$ cat config.mk
export PLATFORM = sky130hd
export DESIGN_NAME = fifo_rst_ctrl
export DESIGN_NICKNAME = d
export VERILOG_FILES = /design/src/rtl/fifo_rst_pkg.sv /design/src/rtl/rst_qualifier.sv /design/src/rtl/offset_loader.sv /design/src/rtl/fifo_rst_ctrl.sv
export SDC_FILE = /design/constraint.sdc
export NUM_CORES = 1
export LEC_CHECK = 0
export BUFFER_PORTS_ARGS = -buffer_cell sky130_fd_sc_hd__buf_2
export CORE_UTILIZATION = 55
export DETAILED_ROUTE_END_ITERATION = 8
export HOLD_SLACK_MARGIN = 0.02
export PLACE_DENSITY = 0.85
export SYNTH_ARGS = -nofsm -noshare
export SYNTH_HDL_FRONTEND = slang
export SYNTH_SLANG_ARGS = --single-unit
$ cat constraint.sdc
create_clock -name clk -period 3.1 [get_ports clk]
set_input_delay 0.62 -clock clk [delete_from_list [all_inputs] [get_ports clk]]
set_output_delay 0.62 -clock clk [all_outputs]
set_load 0.05 [all_outputs]
$ cat src/rtl/fifo_rst_pkg.sv
package fifo_rst_pkg;

  typedef enum logic [1:0] {
    PM_NONE     = 2'd0,
    PM_PRESET   = 2'd1,
    PM_PARALLEL = 2'd2,
    PM_SERIAL   = 2'd3
  } prog_mode_e;

  // Method chosen from the mode pins sampled at full-reset release.
  function automatic prog_mode_e decode_mode(input logic spm, input logic [1:0] fs);
    if (!spm)            return PM_SERIAL;
    else if (fs == 2'b00) return PM_PARALLEL;
    else                 return PM_PRESET;
  endfunction

  // Preset threshold for a non-zero select code.
  function automatic int unsigned preset_offset(input logic [1:0] fs);
    case (fs)
      2'b11:   return 64;
      2'b10:   return 16;
      2'b01:   return 8;
      default: return 0;
    endcase
  endfunction

endpackage

$ cat src/rtl/rst_qualifier.sv
module rst_qualifier #(
  parameter int SYNC_STAGES = 2,
  parameter int MIN_LOW     = 4
) (
  input  logic clk,
  input  logic rst_n_async,
  output logic armed,
  output logic release_pulse
);
  localparam int CNT_W = $clog2(MIN_LOW + 1);
  localparam logic [CNT_W-1:0] CNT_MAX = CNT_W'(MIN_LOW);

  logic [SYNC_STAGES-1:0] sync_q = '1;
  logic [CNT_W-1:0]       low_cnt_q = '0;
  logic                   lvl;

  always_ff @(posedge clk) begin
    sync_q <= {sync_q[SYNC_STAGES-2:0], rst_n_async};
  end
  assign lvl = sync_q[SYNC_STAGES-1];

  // Count synchronized low cycles, saturating at the qualification limit.
  always_ff @(posedge clk) begin
    if (lvl)                  low_cnt_q <= '0;
    else if (low_cnt_q != CNT_MAX) low_cnt_q <= low_cnt_q + 1'b1;
  end

  assign armed         = (low_cnt_q == CNT_MAX);
  assign release_pulse = armed && lvl;

  AST_RELEASE_AFTER_LOW: assert property (@(posedge clk) disable iff (!rst_n_async)
    release_pulse |-> $past(!lvl)) else $error("release without held low");

  AST_COUNT_CLEARS: assert property (@(posedge clk) disable iff (!rst_n_async)
    release_pulse |=> !armed) else $error("qualifier stays armed");
endmodule

$ cat src/rtl/offset_loader.sv
module offset_loader
  import fifo_rst_pkg::*;
#(
  parameter int OFS_W = 10
) (
  input  logic             clk,
  input  logic             full_rel,
  input  logic             hold,
  input  logic             spm_in,
  input  logic [1:0]       fs_in,
  input  logic [OFS_W-1:0] wr_data,
  input  logic             prog_wr,
  input  logic             ser_data,
  input  logic             ser_en,
  output logic [OFS_W-1:0] ofs_ae,
  output logic [OFS_W-1:0] ofs_af,
  output logic             ready,
  output prog_mode_e       mode
);
  localparam int TOTAL_BITS = 2 * OFS_W;
  localparam int BC_W       = $clog2(TOTAL_BITS + 1);
  localparam logic [BC_W-1:0] LAST_BIT = BC_W'(TOTAL_BITS - 1);

  logic [OFS_W-1:0] ae_q = '0, af_q = '0;
  logic             ready_q = 1'b0;
  logic             par_second_q = 1'b0;
  logic [BC_W-1:0]  bit_cnt_q = '0;
  prog_mode_e       mode_q = PM_NONE;

  // Named events for the assertions.
  logic par_take, ser_take, is_preset;
  logic [OFS_W-1:0] preset_val;

  assign par_take   = !hold && (mode_q == PM_PARALLEL) && !ready_q && prog_wr;
  assign ser_take   = !hold && (mode_q == PM_SERIAL)   && !ready_q && ser_en;
  assign is_preset  = (decode_mode(spm_in, fs_in) == PM_PRESET);
  assign preset_val = OFS_W'(preset_offset(fs_in));

  always_ff @(posedge clk) begin
    if (full_rel) begin
      mode_q       <= decode_mode(spm_in, fs_in);
      ae_q         <= is_preset ? preset_val : '0;
      af_q         <= is_preset ? preset_val : '0;
      ready_q      <= is_preset;
      par_second_q <= 1'b0;
      bit_cnt_q    <= '0;
    end else begin
      if (par_take) begin
        if (!par_second_q) begin
          ae_q         <= wr_data;
          par_second_q <= 1'b1;
        end else begin
          af_q    <= wr_data;
          ready_q <= 1'b1;
        end
      end
      if (ser_take) begin
        {ae_q, af_q} <= {ae_q[OFS_W-2:0], af_q, ser_data};
        bit_cnt_q    <= bit_cnt_q + 1'b1;
        if (bit_cnt_q == LAST_BIT) ready_q <= 1'b1;
      end
    end
  end

  assign ofs_ae = ae_q;
  assign ofs_af = af_q;
  assign ready  = ready_q;
  assign mode   = mode_q;

  AST_SER_BITS_BOUNDED: assert property (@(posedge clk) disable iff (hold)
    bit_cnt_q <= BC_W'(TOTAL_BITS)) else $error("serial count overrun");

  AST_SER_LSB_ENTRY: assert property (@(posedge clk) disable iff (hold)
    ser_take |=> af_q[0] == $past(ser_data)) else $error("serial bit lost");

  AST_READY_STICKY: assert property (@(posedge clk) disable iff (hold)
    ready_q |=> ready_q) else $error("ready dropped without full reset");

  AST_PAR_IDLE_OUTSIDE: assert property (@(posedge clk) disable iff (hold)
    mode_q != PM_PARALLEL |-> !par_second_q) else $error("parallel state outside mode");
endmodule

$ cat src/rtl/fifo_rst_ctrl.sv
module fifo_rst_ctrl
  import fifo_rst_pkg::*;
#(
  parameter int OFS_W       = 10,
  parameter int SYNC_STAGES = 2,
  parameter int MIN_LOW     = 4
) (
  input  logic             clk,
  input  logic             full_rst_n,
  input  logic             part_rst_n,
  input  logic             order_sel,
  input  logic             spm_sel,
  input  logic [1:0]       fs_sel,
  input  logic [OFS_W-1:0] wr_data,
  input  logic             prog_wr,
  input  logic             ser_data,
  input  logic             ser_en,
  output logic [OFS_W-1:0] ofs_ae,
  output logic [OFS_W-1:0] ofs_af,
  output logic             ofs_ready,
  output logic [1:0]       prog_mode,
  output logic             big_endian,
  output logic             fall_through,
  output logic             ptr_clear,
  output logic             flags_init,
  output logic             mbox_force
);
  localparam int NUM_RST = 2;
  localparam int IDX_FULL = 0;
  localparam int IDX_PART = 1;

  logic [NUM_RST-1:0] rst_in, armed, rel;
  assign rst_in = {part_rst_n, full_rst_n};

  for (genvar g = 0; g < NUM_RST; g++) begin : g_qual
    rst_qualifier #(
      .SYNC_STAGES(SYNC_STAGES),
      .MIN_LOW    (MIN_LOW)
    ) u_qual (
      .clk          (clk),
      .rst_n_async  (rst_in[g]),
      .armed        (armed[g]),
      .release_pulse(rel[g])
    );
  end

  logic full_rel, part_rel, any_armed;
  assign full_rel  = rel[IDX_FULL];
  assign part_rel  = rel[IDX_PART];
  assign any_armed = |armed;

  // Pointer-clear strobe: one cycle after any qualified release.
  logic clr_q = 1'b0;
  always_ff @(posedge clk) clr_q <= |rel;

  // Shared pin: byte order at release, timing mode one edge later.
  logic be_q = 1'b0, ft_q = 1'b0, mode_pend_q = 1'b0;
  always_ff @(posedge clk) begin
    mode_pend_q <= full_rel;
    if (full_rel)    be_q <= order_sel;
    if (mode_pend_q) ft_q <= !order_sel;
  end

  prog_mode_e mode_w;

  offset_loader #(.OFS_W(OFS_W)) u_loader (
    .clk     (clk),
    .full_rel(full_rel),
    .hold    (any_armed),
    .spm_in  (spm_sel),
    .fs_in   (fs_sel),
    .wr_data (wr_data),
    .prog_wr (prog_wr),
    .ser_data(ser_data),
    .ser_en  (ser_en),
    .ofs_ae  (ofs_ae),
    .ofs_af  (ofs_af),
    .ready   (ofs_ready),
    .mode    (mode_w)
  );

  assign prog_mode    = mode_w;
  assign big_endian   = be_q;
  assign fall_through = ft_q;
  assign ptr_clear    = clr_q;
  assign flags_init   = any_armed || clr_q;
  assign mbox_force   = any_armed;

  AST_PTR_CLEAR_SINGLE: assert property (@(posedge clk) disable iff (armed[IDX_FULL])
    ptr_clear |=> !ptr_clear) else $error("pointer clear longer than one cycle");

  AST_PARTIAL_KEEPS: assert property (@(posedge clk) disable iff (armed[IDX_FULL])
    part_rel |=> $stable(ofs_ae) && $stable(ofs_af) && $stable(prog_mode) && $stable(ofs_ready))
    else $error("partial reset disturbed settings");

  AST_ORDER_HELD: assert property (@(posedge clk) disable iff (armed[IDX_FULL])
    mode_pend_q |=> $stable(big_endian)) else $error("byte order moved after release");

  AST_CLEAR_AFTER_HOLD: assert property (@(posedge clk) disable iff (armed[IDX_FULL])
    $rose(ptr_clear) |-> $past(mbox_force)) else $error("clear without held reset");
endmodule

==> results.cfg, run 1 <==
[run_status]
outcome = finished clean

[clock_tree]
cts_root_buf = clkbuf_4
hold_buffers = 0
cts_tree = done
clock-sinks = 43
cts_resized = 0
cts_made_buffers = 5
post_cts_buffers = 0
cts.clk_slew.worst_paths_ns = 0.11
insertion_delay_ns = 0.35
cts_buffer_depth = 2
htree_levels = 2

[sta]
skew_ns = 0.0120
fin_crit_sh_pct = 80.2
fin_crit_ns = 2.49
timing.slew.headroom_pct = 52.4
fmax_mhz = 402
finalSetupTns_ns = 0
final_hold_viol_count = 0
worst_slack_ns = 0.615
finalSetupViolCount = 0
rsz0062_at_grt = no
hold_slack_ns = 0.339
drv_slew = 0
worstMarginPinSlew_ns = 0.713

[critical_path]
path_cells = inv_1, ha_1, a22oi_4, buf_4, nand2b_1, buf_2
ff2ff_setup_slack_ns = 0.69
crit_slowest_cell = dfxtp_1
arrival_ns = 1.87
worstSetupStartpointType = flop
max_stage_delay_ns = 0.39
cp_max_fo = 22
rr_worst_depth = 5
r2r-end = u_loader.ofs_af[2]
cp-end-kind = primary output
crit_end = flags_init
crit_start = g_qual[0].u_qual.low_cnt_q[0]
crit_type = flop to primary output
rr_startpoint = g_qual[0].u_qual.low_cnt_q[0]
cp.required_ns = 2.48

[floorplanning]
core_region_area_sq_mm = 0.00313
rows = 20
die-area_sq_mm = 0.00363
die_w_um = 60.2
boundaryPins = 48
die_y_um = 60.2
start_util_pct = 59.6

[yosys]
ys_seq_elements = 43
synth_flop_cell = edfxtp_1
ys_seq_area_share_pct = 59.1
synth_area_sq_mm = 0.00186
syn_avg_cell_area_sq_um = 10.8
synth_cell_type_count = 34
synth_edf_count = 24
async_reset_ff_share_pct = 0
syn-num-nets = 198
syn_inst = 173
yosysWarnings = 0

[global_route]
antenna_found_initial = 0
grtUsageMet3_pct = 7.14
globalRouteMet2Util_pct = 41.3
grt_max_degree = 29
overflow = 0
grt_pass1_wl_um = 6520
use_met1_pct = 30.1
grt_pass1_vias = 1465
grt-busiest-layer = met2
grt_usage_pct = 25.1

[routing]
wl_per_cell_um = 15.9
ant_nets = 0
drc_errors = 0
first_iter_violations = 134
via_per_inst = 5.94
vias = 1567
dr.pass1.iters = 4
routed_wl_um = 4210

[cells_and_area]
finalNetCount = 244
fin_cells = 264
area_growth_pct = 16.5
final_cell_mix = buf_2, edfxtp_1, nand3_1
fin_util_pct = 69.4
layout-drive-gt1-share_pct = 25.9
stdcell_area_sq_mm = 0.00217
layout_commonest_cell = buf_2
antennaDiodeCount = 0

[min_path]
hold_path_class = flop to flop
worstHoldStart = g_qual[1].u_qual.sync_q[0]

[power]
leakagePower_nw = 0.889
pwr_density_cell_mw_per_mm2 = 599
total_power_mw = 1.30
ir_drop_v = 0.000353

[placement]
hpwl_um = 3070
port_buffers = 47
gp_congestion = 0.820
place_worst_setup_slack_ns = 0.687
place_inst = 256
place_area_sq_mm = 0.00212

[flow_run]
drv_cap = 0
[critical path: cells and delay by family, from the launching register on]
| kind | cells | cell delay, ns |
|---|---|---|
| fa+ha+maj | 1 | 0.28 |
| compound gates | 1 | 0.23 |
| simple gates | 1 | 0.07 |
| buf+inv | 3 | 0.55 |
| flops | 1 | 0.39 |
[cell usage after synthesis (2+ instances only)]
cell type,number,area [sq um]
edfxtp_1,24,721
nand3_1,22,110
dfxtp_1,19,380
a21oi_1,18,90.1
nand2_1,13,48.8
o21ai_0,10,50.1
nor2_1,8,30.0
inv_1,7,26.3
buf_2,5,25.0
ha_1,5,62.6
nor3_1,5,25.0
a221o_1,4,40.0
a211o_1,3,26.3
clkbuf_1,3,11.3
a21boi_0,2,15.0
inv_2,2,7.51
mux2i_1,2,20.0
nand2b_1,2,12.5
nand3b_1,2,15.0
o311a_1,2,20.0
xnor2_1,2,17.5
[per-layer routing]
metal  routed length, um  share of wire [%]
met1                1600                 38
met2                2100                 50
met3                 405                9.6
met4                 107                2.5
met5                   0                  0
[how the worst min path moves through the flow]
stage                                            end  slack (ns)  depth (start not counted)
after floorplan           g_qual[0].u_qual.sync_q[1]        0.31                          0
after global placement    g_qual[0].u_qual.sync_q[1]        0.31                          0
after detailed placement  g_qual[1].u_qual.sync_q[1]        0.31                          0
after CTS                 g_qual[1].u_qual.sync_q[1]        0.34                          0
after global routing      g_qual[1].u_qual.sync_q[1]        0.35                          0
final                     g_qual[1].u_qual.sync_q[1]        0.34                          0
[logic make-up (layout without fill, tap and decap cells)]
family | Yosys count | count (layout) | synth area share (%)
buffers and inverters | 18 | 65 | 3.96
multiplexers | 2 | 2 | 1.07
AO/OA/AOI/OAI | 44 | 44 | 15.8
adder cells (fa/ha/maj) | 5 | 5 | 3.36
XOR/XNOR | 2 | 2 | 0.940
AND/OR/NAND/NOR | 59 | 59 | 15.8
flip-flops | 43 | 43 | 59.1
[layout make-up]
class                           count  area [sq um]
Inverter                            9          33.8
Multi-Input combinational cell    112           689
Clock buffer                        7          45.0
Fill cell                         255           956
Timing Repair Buffer               48           243
Tap cell                           44          55.1
Sequential cell                    43          1100
Clock inverter                      1          5.00
[report_power, final]
group / internal [mW] / switching (mW) / leakage [nW]
combinational: 0.0964 / 0.225 / 0.485
clock: 0.0886 / 0.167 / 0.0293
sequential: 0.673 / 0.0523 / 0.374
[flip-flops by register name (all words and copies together), names as in the netlist]
signal / count
u_loader.mode: 2
ptr_clear: 1
u_loader.par_second_q: 1
fall_through: 1
u_loader.ready: 1
big_endian: 1
mode_pend_q: 1
g_qual.u_qual.low_cnt_q: 6
u_loader.ofs_af: 10
u_loader.bit_cnt_q: 5
g_qual.u_qual.sync_q: 4
u_loader.ofs_ae: 10
Power figures use the tool's default switching activity.
==> run 2: changes to the inputs <==
--- a/config.mk
+++ b/config.mk
@@ -6,10 +6,10 @@
 export NUM_CORES = 1
 export LEC_CHECK = 0
 export BUFFER_PORTS_ARGS = -buffer_cell sky130_fd_sc_hd__buf_2
-export CORE_UTILIZATION = 55
+export CORE_UTILIZATION = 52
 export DETAILED_ROUTE_END_ITERATION = 8
 export HOLD_SLACK_MARGIN = 0.02
-export PLACE_DENSITY = 0.85
+export PLACE_DENSITY = 0.82
 export SYNTH_ARGS = -nofsm -noshare
 export SYNTH_HDL_FRONTEND = slang
 export SYNTH_SLANG_ARGS = --single-unit
==> constraint.sdc (replaced) <==
create_clock -name clk -period 2.4 [get_ports clk]
set_input_delay 0.48 -clock clk [delete_from_list [all_inputs] [get_ports clk]]
set_output_delay 0.48 -clock clk [all_outputs]
set_load 0.05 [all_outputs]
==> run 2 against run 1 <==
Effect of this change:
- critical path depth did not move
- clock-buffer cell count fell by 1
- core utilization fell by 3.7 points
- sequential share of layout area fell by 1.3 points
- combinational power rose by 31%
- sequential power rose by 28%
- largest power group unchanged
- register-to-register slack got worse by 0.60 ns
- worst setup slack got worse by 0.52 ns
- global-route usage fell by 2.0 points
- cell area rose by 2.6%
- total power rose by 32%
==> results.cfg, run 2 (synthesis gave the netlist of run 1 again) <==
[global_route]
grt_usage_pct = 23.0
use_met1_pct = 29.9
grt-busiest-layer = met2
grt_max_degree = 29
overflow = 0
grt_pass1_wl_um = 6130
grtUsageMet3_pct = 7.66
antenna_found_initial = 0
grt_pass1_vias = 1381
globalRouteMet2Util_pct = 35.6

[critical_path]
crit_slowest_cell = a211o_1
ff2ff_setup_slack_ns = 0.09
crit_type = flop to flop
max_stage_delay_ns = 0.49
cp-end-kind = flop
rr_startpoint = g_qual[0].u_qual.low_cnt_q[0]
cp_max_fo = 10
rr_worst_depth = 6
worstSetupStartpointType = flop
cp.required_ns = 2.42
path_cells = inv_1, ha_1, a22oi_4, inv_2, nor4_1, a211o_1
arrival_ns = 2.32
r2r-end = u_loader.ofs_ae[3]
cp_top_family = compound AO/OA/AOI/OAI gates
worst-path-stages = 6
critPathBufInv = 2

[cells_and_area]
antennaDiodeCount = 0
layout_commonest_cell = buf_2
fin_util_pct = 65.8
layout-drive-gt1-share_pct = 28.4
area_growth_pct = 19.6
nFillCells = 277
final_cell_mix = buf_2, edfxtp_1, nand3_1
finalNetCount = 249

[sta]
fin_crit_ns = 2.31
finalSetupViolCount = 0
timing.slew.headroom_pct = 63.8
hold_slack_ns = 0.220
final_hold_viol_count = 0
drv_slew = 0
worstMarginPinSlew_ns = 0.538
fmax_mhz = 434
rsz0062_at_grt = no
finalSetupTns_ns = 0
fin_crit_sh_pct = 96.1
skew_ns = 0.0109

[clock_tree]
cts.clk_slew.worst_paths_ns = 0.12
clock-sinks = 43
htree_levels = 2
cts_buffer_depth = 2
post_cts_buffers = 0
cts_tree = done
cts_made_buffers = 5
insertion_delay_ns = 0.36
cts_root_buf = clkbuf_4

[floorplanning]
start_util_pct = 55.0
die_y_um = 61.9
rows = 21
boundaryPins = 48
die_w_um = 61.9
die-area_sq_mm = 0.00383
core_region_area_sq_mm = 0.00339

[power]
pwr_density_cell_mw_per_mm2 = 772
total_power_mw = 1.72
ir_drop_v = 0.000441
leakagePower_nw = 0.916

[routing]
vias = 1558
dr.pass1.iters = 4
ant_nets = 0
wl_per_cell_um = 14.8
drc_errors = 0
routed_wl_um = 4010
via_per_inst = 5.75
first_iter_violations = 102

[min_path]
worstHoldStart = full_rst_n
hold_path_class = input pin to flop
min_to = g_qual[0].u_qual.sync_q[0]
hold_path_depth = 1

[placement]
port_buffers = 47
gp_congestion = 0.743
hpwl_um = 2780

[run_status]
outcome = finished clean

[flow_run]
drv_cap = 0
run 2: how the worst max path moves through the flow:
stage,start,slack [ns],endpoint
final,g_qual[0].u_qual.low_cnt_q[0],0.09,u_loader.ofs_ae[3]
after global placement,g_qual[0].u_qual.low_cnt_q[0],0.24,u_loader.ofs_af[0]
after floorplan,g_qual[0].u_qual.low_cnt_q[0],0.38,u_loader.ofs_ae[0]
after CTS,g_qual[0].u_qual.low_cnt_q[0],0.05,flags_init
after detailed placement,g_qual[0].u_qual.low_cnt_q[0],0.15,u_loader.ofs_af[0]
after global routing,g_qual[0].u_qual.low_cnt_q[0],0.005,flags_init
run 2: metrics by stage:
stage	worst slack, ns	instance area (sq um)	std cells
after floorplan	0.379	1860	173
after global placement	0.245	2160	263
after detailed placement	0.153	2160	263
after CTS	0.0452	2220	271
after global routing	0.00469	2230	271
final	0.0939	2230	271
run 2: power by group:
group	switching, mW	total [mW]	leakage (nW)	internal (mW)
registers	0.0609	0.930	0.374	0.869
logic	0.289	0.421	0.510	0.133
clock network	0.231	0.371	0.0319	0.139
total	0.581	1.72	0.916	1.14
run 2: worst reg2reg max path, stage by stage (launching register included):
cell and delay (ns):
dfxtp_1 0.39, inv_1 0.06, ha_1 0.27, a22oi_4 0.24
inv_2 0.05, nor4_1 0.47, a211o_1 0.49
run 2: cell type report:
cell class	instances	area [sq um]	share of cell area [%]
flip-flops and latches	43	1100	49.4
clock inverters	2	11.3	0.505
inverters	9	33.8	1.52
multi-input cells	112	691	31.0
repair buffers	53	284	12.7
clock buffers	6	51.3	2.30
well taps	46	57.6	2.58
run 2: what timing repair did:
item,CTS,global route
gates resized for setup,0,2
hold buffers,0,0
setup endpoints to repair,0,11
endpoints found under the hold margin,0,0
run 2: layer usage:
metal	part of all wire [%]	vias up	wire length [um]
met4	2.2	0	89
met3	5.6	10	225
li1	-	745	-
met5	0	-	0
met1	43	745	1720
met2	49	58	1970
